--- config.mk ---
export PLATFORM = sky130hd
export DESIGN_NAME = seq_lock_ctrl
export DESIGN_NICKNAME = d
export VERILOG_FILES = /design/src/rtl/slc_pkg.sv /design/src/rtl/slc_len_counter.sv /design/src/rtl/slc_mode_hold.sv /design/src/rtl/slc_qual_out.sv /design/src/rtl/seq_lock_ctrl.sv
export SDC_FILE = /design/constraint.sdc
export NUM_CORES = 1
export LEC_CHECK = 0
export BUFFER_PORTS_ARGS = -buffer_cell sky130_fd_sc_hd__buf_4
export CORE_AREA = 10 10 47 49
export DETAILED_ROUTE_END_ITERATION = 6
export DIE_AREA = 0 0 57 59
export SLEW_MARGIN = 0
export SYNTH_ARGS = -nofsm -noshare
export SYNTH_HDL_FRONTEND = slang
export SYNTH_SLANG_ARGS = --single-unit
--- constraint.sdc ---
create_clock -name clk -period 4 [get_ports clk]
set_input_delay 0.8 -clock clk [delete_from_list [all_inputs] [get_ports clk]]
set_output_delay 0.8 -clock clk [all_outputs]
set_load 0.05 [all_outputs]
--- src/rtl/slc_pkg.sv ---
package slc_pkg;
  localparam int MODE_W = 2;

  typedef enum logic [MODE_W-1:0] {
    SLC_LOCK_ONLY = 2'd0,
    SLC_EXT_PAGE  = 2'd1,
    SLC_EXT_SEG   = 2'd2,
    SLC_RESERVED  = 2'd3
  } slc_mode_e;

  // Map a raw mode code to the mode that is actually held.
  function automatic slc_mode_e slc_sanitize(input logic [MODE_W-1:0] raw);
    case (raw)
      2'd1:    return SLC_EXT_PAGE;
      2'd2:    return SLC_EXT_SEG;
      default: return SLC_LOCK_ONLY;
    endcase
  endfunction
endpackage

--- src/rtl/slc_len_counter.sv ---
module slc_len_counter #(
  parameter  int LEN_W = 2,
  localparam int CNT_W = $clog2((1 << LEN_W) + 1)
) (
  input  logic             clk,
  input  logic             rst_n,
  input  logic             load_i,
  input  logic [LEN_W-1:0] len_i,
  input  logic             trap_i,
  input  logic             retire_i,
  output logic [CNT_W-1:0] cnt_o,
  output logic             zero_o,
  output logic             expire_o
);
  logic [CNT_W-1:0] cnt_q, cnt_d;
  logic             step;

  assign zero_o   = (cnt_q == '0);
  assign step     = retire_i && !load_i && !trap_i && !zero_o;
  assign expire_o = step && (cnt_q == CNT_W'(1));

  always_comb begin
    cnt_d = cnt_q;
    if (trap_i)      cnt_d = '0;
    else if (load_i) cnt_d = CNT_W'(len_i) + CNT_W'(1);
    else if (step)   cnt_d = cnt_q - CNT_W'(1);
  end

  always_ff @(posedge clk or negedge rst_n) begin
    if (!rst_n) cnt_q <= '0;
    else        cnt_q <= cnt_d;
  end

  assign cnt_o = cnt_q;


  trap_clears_chk: assert property (@(posedge clk) disable iff (!rst_n)
    trap_i |=> (cnt_q == '0));

  load_value_chk: assert property (@(posedge clk) disable iff (!rst_n)
    (load_i && !trap_i) |=> (cnt_q == CNT_W'($past(len_i)) + CNT_W'(1)));

  count_down_chk: assert property (@(posedge clk) disable iff (!rst_n)
    (retire_i && !load_i && !trap_i && cnt_q != '0) |=> (cnt_q == $past(cnt_q) - CNT_W'(1)));

  hold_chk: assert property (@(posedge clk) disable iff (!rst_n)
    (!retire_i && !load_i && !trap_i) |=> $stable(cnt_q));

  range_chk: assert property (@(posedge clk) disable iff (!rst_n)
    cnt_q <= CNT_W'(1 << LEN_W));
endmodule

--- src/rtl/slc_mode_hold.sv ---
module slc_mode_hold
  import slc_pkg::*;
(
  input  logic              clk,
  input  logic              rst_n,
  input  logic              load_i,
  input  logic [MODE_W-1:0] mode_i,
  input  logic              trap_i,
  input  logic              expire_i,
  output slc_mode_e         mode_o
);
  slc_mode_e mode_q, mode_d;

  always_comb begin
    mode_d = mode_q;
    if (trap_i)        mode_d = SLC_LOCK_ONLY;
    else if (load_i)   mode_d = slc_sanitize(mode_i);
    else if (expire_i) mode_d = SLC_LOCK_ONLY;
  end

  always_ff @(posedge clk or negedge rst_n) begin
    if (!rst_n) mode_q <= SLC_LOCK_ONLY;
    else        mode_q <= mode_d;
  end

  assign mode_o = mode_q;


  no_reserved_chk: assert property (@(posedge clk) disable iff (!rst_n)
    mode_q != SLC_RESERVED);

  mode_reload_chk: assert property (@(posedge clk) disable iff (!rst_n)
    (load_i && !trap_i && mode_i == 2'd2) |=> (mode_q == SLC_EXT_SEG));
endmodule

--- src/rtl/slc_qual_out.sv ---
module slc_qual_out
  import slc_pkg::*;
(
  input  logic              clk,
  input  logic              rst_n,
  input  logic              zero_i,
  input  slc_mode_e         mode_i,
  output logic              lock_o,
  output logic              ext_o,
  output logic [MODE_W-1:0] mode_o
);
  assign lock_o = !zero_i;
  assign mode_o = zero_i ? MODE_W'(SLC_LOCK_ONLY) : MODE_W'(mode_i);
  assign ext_o  = !zero_i && (mode_i != SLC_LOCK_ONLY);


  ext_needs_lock_chk: assert property (@(posedge clk) disable iff (!rst_n)
    ext_o |-> lock_o);

  idle_mode_chk: assert property (@(posedge clk) disable iff (!rst_n)
    !lock_o |-> (mode_o == '0 && !ext_o));
endmodule

--- src/rtl/seq_lock_ctrl.sv ---
module seq_lock_ctrl
  import slc_pkg::*;
#(
  parameter  int LEN_W = 2,
  localparam int CNT_W = $clog2((1 << LEN_W) + 1)
) (
  input  logic              clk,
  input  logic              rst_n,
  input  logic              retire_i,
  input  logic              prefix_i,
  input  logic [LEN_W-1:0]  prefix_len_i,
  input  logic [MODE_W-1:0] prefix_mode_i,
  input  logic              trap_i,
  output logic              irq_lock_o,
  output logic              ext_addr_o,
  output logic [MODE_W-1:0] ext_mode_o,
  output logic [CNT_W-1:0]  remain_o
);
  logic      zero_w, expire_w;
  slc_mode_e mode_w;

  slc_len_counter #(.LEN_W(LEN_W)) cnt_i (
    .clk      (clk),
    .rst_n    (rst_n),
    .load_i   (prefix_i),
    .len_i    (prefix_len_i),
    .trap_i   (trap_i),
    .retire_i (retire_i),
    .cnt_o    (remain_o),
    .zero_o   (zero_w),
    .expire_o (expire_w)
  );

  slc_mode_hold mode_i (
    .clk      (clk),
    .rst_n    (rst_n),
    .load_i   (prefix_i),
    .mode_i   (prefix_mode_i),
    .trap_i   (trap_i),
    .expire_i (expire_w),
    .mode_o   (mode_w)
  );

  slc_qual_out qual_i (
    .clk    (clk),
    .rst_n  (rst_n),
    .zero_i (zero_w),
    .mode_i (mode_w),
    .lock_o (irq_lock_o),
    .ext_o  (ext_addr_o),
    .mode_o (ext_mode_o)
  );


  trap_beats_prefix_chk: assert property (@(posedge clk) disable iff (!rst_n)
    (trap_i && prefix_i) |=> (!irq_lock_o && !ext_addr_o));
endmodule

==> impl_metrics.csv, run 1 <==
group,metric,value,unit
status,run_status,"complete, no violations",
clock_network,number_of_buffers_inserted_by_post_cts_setup_repair,0,
layout,multiInputGateArea,200,sq um
sta,report.final.hold_viol_count,0,
layout,utilization,0.362,
sta,fin_setup_tns,0,ps
detailed_routing,antenna_violating_nets_post_route,0,
layout,sequential_cell_area,125,sq um
floorplan,chipHeight,59,microns
min_path,hold_path.class,"in2async",
synth,synth_seq_cells,5,
critical_path,setup.worst_path.end_class,"output port",
detailed_routing,drt_first_iter_violations,2,
critical_path,worst-endpoint-arrival,1780,ps
synth,synth-seq-area-share,0.355,
placement,numPortBuffers,15,
critical_path,ff2ff_setup_slack,2360,ps
floorplan,dieWidth,57,microns
placement,gp_congestion,0.758,
critical_path,path_class,"reg2out",
layout,finish.net_count,68,
clock_network,cts_sinks,5,
sta,tightestPinTransition,270,ps
floorplan,core_area,1400,sq um
floorplan,initial_utilization,0.252,
global_route,via_count_of_the_first_global_routing_pass,349,
power_and_ir_drop,irDropWorstVdd,0.0856,mV
floorplan,floorplan.rows,14,
detailed_routing,route.final.wire_length,919,microns
layout,antenna_cells_inserted,0,
job,maxCapViolations,0,
placement,detailedPlace.worstSlack,1680,ps
sta,layout_worst_path_cycle_share,0.645,
synth,yosys.area.top_type,"sky130_fd_sc_hd__dfrtp_1",
layout,final.fill_count,157,
critical_path,crit_fanout,6,
clock_network,path_clk_slew,50,ps
detailed_routing,initial_drt_pass_iterations,4,
synth,share_of_yosys_cell_area_claimed_by_the_top_area_cell_type,0.355,
placement,dp_hpwl,748,microns
sta,slew_viol_final,0,
synth,synth_top_cells_by_area,"sky130_fd_sc_hd__dfrtp_1 (35%), sky130_fd_sc_hd__ha_1 (14%), sky130_fd_sc_hd__inv_1 (6.4%), sky130_fd_sc_hd__a32o_1 (5.7%), sky130_fd_sc_hd__and2b_1 (4.3%)",
power_and_ir_drop,power_density,357,nW/um^2
global_route,grt_first_pass_wirelength,1.53,mm
clock_network,cts-htree-levels,1,
sta,fmaxAchievable,0.388,GHz
global_route,grt.total_usage,0.0591,
floorplan,fp.dieArea,3360,sq um
detailed_routing,wl_per_cell,13.1,microns
global_route,grt_max_degree,10,
clock_network,cts_max_path_buffers,2,
sta,unrepaired_setup_endpoints_after_global_routing,"no",
detailed_routing,vias,314,
critical_path,startpoint_type,"register",
layout,syn_to_final_growth,43.6,%
detailed_routing,remaining_drc_errors,0,
synth,yosys_warnings,0,
synth,synth_instances,36,
synth,synthesis.area,353,sq um
synth,syn_nets,49,
clock_network,postCtsResizedCells,0,
critical_path,cp_data_required_time,3200,ps
clock_network,cts.hold.buffers_added,0,
layout,final_layout_size_suffix_gt1_frac,0.389,
sta,timing.final.ws_setup,1420,ps
synth,avgSynthCellArea,9.80,sq um
synth,synth.lib_cells_used.distinct,20,
clock_network,clockRootBuffer,"sky130_fd_sc_hd__clkbuf_4",
floorplan,floorplan.io_pins,16,
sta,timing.max_slew.rel_slack,0.818,
sta,setup_viol,0,
global_route,grt_antenna_before_repair,0,
power_and_ir_drop,leakage,0.000263,uW
clock_network,cts_tree,"done",
clock_network,numCtsBuffers,3,
sta,clock-skew-final,8.31,ps
global_route,grt_overflow_total,0,
detailed_routing,route.detailed.vias_per_inst,4.49,
sta,layout_min_cycle_time,2580,ps
clock_network,insertion_delay,240,ps
## layer usage
| layer | track usage | up-vias | routed length [microns] |
|---|---|---|---|
| met3 | 0.0258 | 0 | 80 |
| met4 | 0.0705 | 0 | 0 |
| met5 | 0 | - | 0 |
| li1 | - | 160 | - |
| met1 | 0.0639 | 140 | 413 |
| met2 | 0.0775 | 14 | 425 |
## critical path, cell delays in order, from the launching register on
cell	delay [ps]
sky130_fd_sc_hd__dfrtp_1	390
sky130_fd_sc_hd__inv_1	80
sky130_fd_sc_hd__ha_1	140
sky130_fd_sc_hd__ha_1	230
sky130_fd_sc_hd__and2b_1	210
sky130_fd_sc_hd__or2_2	280
sky130_fd_sc_hd__buf_4	190
## flip-flops by register name (all words and copies together) (netlist names)
register and count:
cnt_i.cnt_o 3, mode_i.mode_o 2
## cells in the mapped netlist
library cell               number
sky130_fd_sc_hd__or2_2          1
sky130_fd_sc_hd__or3_1          1
sky130_fd_sc_hd__nor3b_1        1
sky130_fd_sc_hd__inv_1          6
sky130_fd_sc_hd__ha_1           4
sky130_fd_sc_hd__nand2b_4       1
sky130_fd_sc_hd__nor2b_1        2
sky130_fd_sc_hd__a211oi_1       1
sky130_fd_sc_hd__and4bb_2       1
sky130_fd_sc_hd__dfrtp_1        5
sky130_fd_sc_hd__and2b_1        2
sky130_fd_sc_hd__a31oi_1        1
sky130_fd_sc_hd__nand3b_1       1
sky130_fd_sc_hd__nand2_1        1
sky130_fd_sc_hd__a32o_1         2
sky130_fd_sc_hd__xnor2_1        1
sky130_fd_sc_hd__o21a_1         1
sky130_fd_sc_hd__a21oi_1        1
sky130_fd_sc_hd__clkbuf_2       1
sky130_fd_sc_hd__nor3_1         2
## worst paths after layout
kind | from | to | cells past startpoint
worst max-delay path | cnt_i.cnt_o[1] | ext_addr_o | 6
worst min-delay path | rst_n | mode_i.mode_o[1] | 1
worst max register to register | cnt_i.cnt_o[0] | cnt_i.cnt_o[2] | 6
worst min register to register | mode_i.mode_o[1] | mode_i.mode_o[1] | 1
max in group asynchronous | rst_n | cnt_i.cnt_o[2] | 1
min in group clk | mode_i.mode_o[1] | mode_i.mode_o[1] | 1
## area by class of cell
class                   count  share of cell area
clock buffers               4              0.0519
well taps                  16              0.0395
multi-input cells          24               0.395
repair buffers             15               0.222
inverters                   6              0.0444
flip-flops and latches      5               0.247
## through the flow
stage	area, sq um	instances	hold WS [ps]	power [uW]
floorplan	353	36	460	100
global placement	480	66	502	122
detailed placement	480	66	490	123
CTS	507	70	347	182
global route	507	70	344	192
finish	507	70	344	181
## power breakdown
group / switching [uW] / internal, uW
Combinational: 38.2 / 26.1
Clock: 21.6 / 37.8
Sequential: 3.05 / 54.1
Total: 62.9 / 118
## logic make-up (layout without fill, tap and decap cells)
kind of cell / count (synthesis) / in the layout / share of synthesized area
simple gates: 13 / 13 / 0.270
compound gates: 6 / 6 / 0.131
fa+ha+maj: 4 / 4 / 0.142
xor+xnor: 1 / 1 / 0.0248
buf+inv: 7 / 25 / 0.0780
flops: 5 / 5 / 0.355
## cells in the final DEF, fill, tap and decap left out
| master | count |
|---|---|
| sky130_fd_sc_hd__and4bb_2 | 1 |
| sky130_fd_sc_hd__o21a_1 | 1 |
| sky130_fd_sc_hd__a21oi_1 | 1 |
| sky130_fd_sc_hd__buf_4 | 15 |
| sky130_fd_sc_hd__nor3_1 | 2 |
| sky130_fd_sc_hd__clkbuf_4 | 3 |
| sky130_fd_sc_hd__a211oi_1 | 1 |
| sky130_fd_sc_hd__nand2_1 | 1 |
| sky130_fd_sc_hd__nand3b_1 | 1 |
| sky130_fd_sc_hd__and2b_1 | 2 |
| sky130_fd_sc_hd__clkbuf_1 | 1 |
| sky130_fd_sc_hd__a31oi_1 | 1 |
| sky130_fd_sc_hd__or3_1 | 1 |
| sky130_fd_sc_hd__a32o_1 | 2 |
| sky130_fd_sc_hd__inv_1 | 6 |
| sky130_fd_sc_hd__xnor2_1 | 1 |
| sky130_fd_sc_hd__or2_2 | 1 |
| sky130_fd_sc_hd__nor2b_1 | 2 |
| sky130_fd_sc_hd__dfrtp_1 | 5 |
| sky130_fd_sc_hd__ha_1 | 4 |
| sky130_fd_sc_hd__nor3b_1 | 1 |
| sky130_fd_sc_hd__nand2b_4 | 1 |
(Power assumes the default switching activity.)
==> run 2, diff against run 1 <==
--- a/config.mk
+++ b/config.mk
@@ -5,6 +5,7 @@
 export SDC_FILE = /design/constraint.sdc
 export NUM_CORES = 1
 export LEC_CHECK = 0
+export ABC_AREA = 1
 export BUFFER_PORTS_ARGS = -buffer_cell sky130_fd_sc_hd__buf_4
 export CORE_AREA = 10 10 47 49
 export DETAILED_ROUTE_END_ITERATION = 6
==> constraint.sdc (replaced) <==
create_clock -name clk -period 2.61 [get_ports clk]
set_input_delay 0.522 -clock clk [delete_from_list [all_inputs] [get_ports clk]]
set_output_delay 0.522 -clock clk [all_outputs]
set_load 0.05 [all_outputs]
==> impl_metrics.csv, run 2 <==
group,metric,value,unit
detailed_routing,remaining_drc_errors,0,
layout,antenna_cells_inserted,0,
synth,synth_async_sr_flop_share,1.00,
detailed_routing,vias,390,
min_path,hold_path.class,"in2async",
critical_path,r2r.worst_path.cells,8,
global_route,grt_overflow_total,0,
global_route,grt_first_pass_wirelength,1.47,mm
synth,avgSynthCellArea,6.54,sq um
layout,fin_cells,93,
floorplan,initial_utilization,0.271,
global_route,grt_antenna_before_repair,0,
power_and_ir_drop,power_switching,131,uW
synth,synth-seq-area-share,0.330,
sta,report.final.hold_viol_count,0,
synth,synth.lib_cells_used.distinct,8,
clock_network,cts_sinks,5,
sta,layout_worst_path_cycle_share,0.764,
power_and_ir_drop,p_clk_frac,0.281,
power_and_ir_drop,share_comb_of_total_power,0.427,
sta,layout_min_cycle_time,1990,ps
power_and_ir_drop,power_density,593,nW/um^2
job,maxCapViolations,0,
critical_path,startpoint_type,"register",
synth,most_frequent_cell_after_synthesis,"sky130_fd_sc_hd__nand2_1",
detailed_routing,route.final.wire_length,865,microns
sta,fin_setup_tns,0,ps
synth,synth_seq_cells,5,
detailed_routing,drt_first_iter_violations,8,
layout,layout.cells.most_common_list,"sky130_fd_sc_hd__nand2_1 (17), sky130_fd_sc_hd__inv_1 (15), sky130_fd_sc_hd__buf_4 (15)",
sta,clock-skew-final,0.457,ps
clock_network,insertion_delay,240,ps
synth,syn_nets,71,
placement,place.detailed.instances,89,
critical_path,path_class,"reg2out",
floorplan,chipHeight,59,microns
placement,detailedPlace.worstSlack,863,ps
clock_network,clockRootBuffer,"sky130_fd_sc_hd__clkbuf_4",
layout,syn_to_final_growth,41.9,%
synth,synth_enable_flop_cells,0,
synth,dominantRegCellSynth,"sky130_fd_sc_hd__dfrtp_1",
global_route,grt.total_usage,0.0552,
placement,numPortBuffers,15,
power_and_ir_drop,power.switching_fraction,0.410,
critical_path,cp_data_required_time,2090,ps
clock_network,cts.hold.buffers_added,0,
synth,synthesis.area,379,sq um
critical_path,r2r_end,"cnt_i.cnt_o[0]",
detailed_routing,wl_per_cell,9.30,microns
clock_network,cts_max_path_buffers,2,
synth,synth_instances,58,
synth,share_of_yosys_cell_area_claimed_by_the_top_area_cell_type,0.330,
sta,setup_viol,0,
critical_path,ff2ff_setup_slack,1220,ps
floorplan,floorplan.rows,14,
sta,unrepaired_setup_endpoints_after_global_routing,"no",
critical_path,critical_path.most_common_cell,"sky130_fd_sc_hd__ha_1",
sta,timing.final.ws_setup,616,ps
power_and_ir_drop,leakage,0.000327,uW
sta,fmaxAchievable,0.501,GHz
floorplan,fp.dieArea,3360,sq um
power_and_ir_drop,p_int,188,uW
critical_path,cp_slowest_cell,"sky130_fd_sc_hd__dfrtp_1",
critical_path,crit_fanout,5,
critical_path,timing.critical_path.slowest_cell_delay,390,ps
sta,whs,69.8,ps
sta,slew_viol_final,0,
detailed_routing,route.detailed.vias_per_inst,4.19,
clock_network,postCtsResizedCells,0,
detailed_routing,initial_drt_pass_iterations,4,
critical_path,critical_path.cell_chain,"inv_1, ha_1, ha_1, a21oi_1, buf_4",
clock_network,cts_tree,"done",
layout,most_common_library_cell_in_the_layout_ignoring_fill_and_taps,"sky130_fd_sc_hd__nand2_1",
critical_path,reg2reg_from,"cnt_i.cnt_o[0]",
floorplan,core_area,1400,sq um
global_route,grt_max_degree,10,
clock_network,numCtsBuffers,3,
clock_network,cts-htree-levels,1,
clock_network,path_clk_slew,40,ps
synth,synth_top_cells_by_area,"sky130_fd_sc_hd__dfrtp_1 (33%), sky130_fd_sc_hd__nand2_1 (17%), sky130_fd_sc_hd__inv_1 (15%), sky130_fd_sc_hd__ha_1 (13%), sky130_fd_sc_hd__nand3_1 (12%)",
sta,tightestPinTransition,202,ps
floorplan,dieWidth,57,microns
power_and_ir_drop,sequential_share_of_power,0.292,
clock_network,number_of_buffers_inserted_by_post_cts_setup_repair,0,
placement,dp_hpwl,753,microns
synth,yosys.area.top_type,"sky130_fd_sc_hd__dfrtp_1",
synth,yosys_warnings,0,
sta,timing.max_slew.rel_slack,0.865,
synth,synth.top_cells.by_count,"sky130_fd_sc_hd__nand2_1 (17), sky130_fd_sc_hd__inv_1 (15), sky130_fd_sc_hd__nand3_1 (9)",
layout,final_layout_size_suffix_gt1_frac,0.247,
global_route,via_count_of_the_first_global_routing_pass,342,
power_and_ir_drop,irDropWorstVdd,0.190,mV
layout,finish.net_count,91,
floorplan,floorplan.io_pins,16,
critical_path,setup.worst_path.end_class,"output port",
detailed_routing,antenna_violating_nets_post_route,0,
placement,gp_congestion,0.747,
critical_path,worst-endpoint-arrival,1470,ps
layout,largest_register_ff_count,3,
status,run_status,"complete, no violations",
==> run 2: cell families after synthesis <==
group	Yosys count	synth area share
DFF	5	0.330
buffers and inverters	15	0.149
adders and majority gates	4	0.132
and+or+nand+nor	33	0.376
AOI/OAI and AO/OA	1	0.0132
==> run 2: worst max path at each step <==
| stage | slack [ps] | endpoint | from |
|---|---|---|---|
| after floorplan | 120 | ext_addr_o | cnt_i.cnt_o[0] |
| after global placement | 900 | ext_addr_o | cnt_i.cnt_o[0] |
| after detailed placement | 860 | ext_addr_o | cnt_i.cnt_o[0] |
| after CTS | 590 | ext_addr_o | cnt_i.cnt_o[0] |
| after global routing | 460 | ext_addr_o | cnt_i.cnt_o[0] |
| final | 620 | ext_addr_o | cnt_i.cnt_o[0] |
==> run 2: layout make-up <==
| type | instances | area, sq um |
|---|---|---|
| fillers | 163 | 863 |
| multi-input cells | 38 | 198 |
| flip-flops and latches | 5 | 125 |
| repair buffers | 15 | 113 |
| inverters | 15 | 56.3 |
| clock buffers | 4 | 26.3 |
| well taps | 16 | 20.0 |
==> run 2: through the flow <==
stage / power (uW) / util / area, sq um
finish: 319 / 0.384 / 538
global route: 340 / 0.384 / 538
CTS: 325 / 0.384 / 538
detailed placement: 232 / 0.365 / 512
global placement: 233 / 0.365 / 512
floorplan: 186 / - / 379
==> run 2: metal layers <==
metal	up-vias	GRT usage	wire, microns
li1	213	-	-
met1	164	0.0602	396
met2	11	0.0760	374
met3	2	0.0215	75
met4	0	0.0604	19
met5	-	0	0
==> run 2: worst max-delay path, delay by kind of cell (launching register included) <==
kind	cells	cell delay, ps
DFF	1	390
buffers and inverters	2	280
AOI/OAI and AO/OA	1	130
adders and majority gates	2	430
==> run 2: power groups by stage <==
stage	clock, uW	combinational (uW)	sequential [uW]
2_1_floorplan	0	69.1	117
3_3_place_gp	0	139	93.4
3_5_place_dp	0	138	94.4
4_1_cts	93.6	138	93.5
5_1_grt	94.9	150	95.0
6_report	89.6	136	93.1
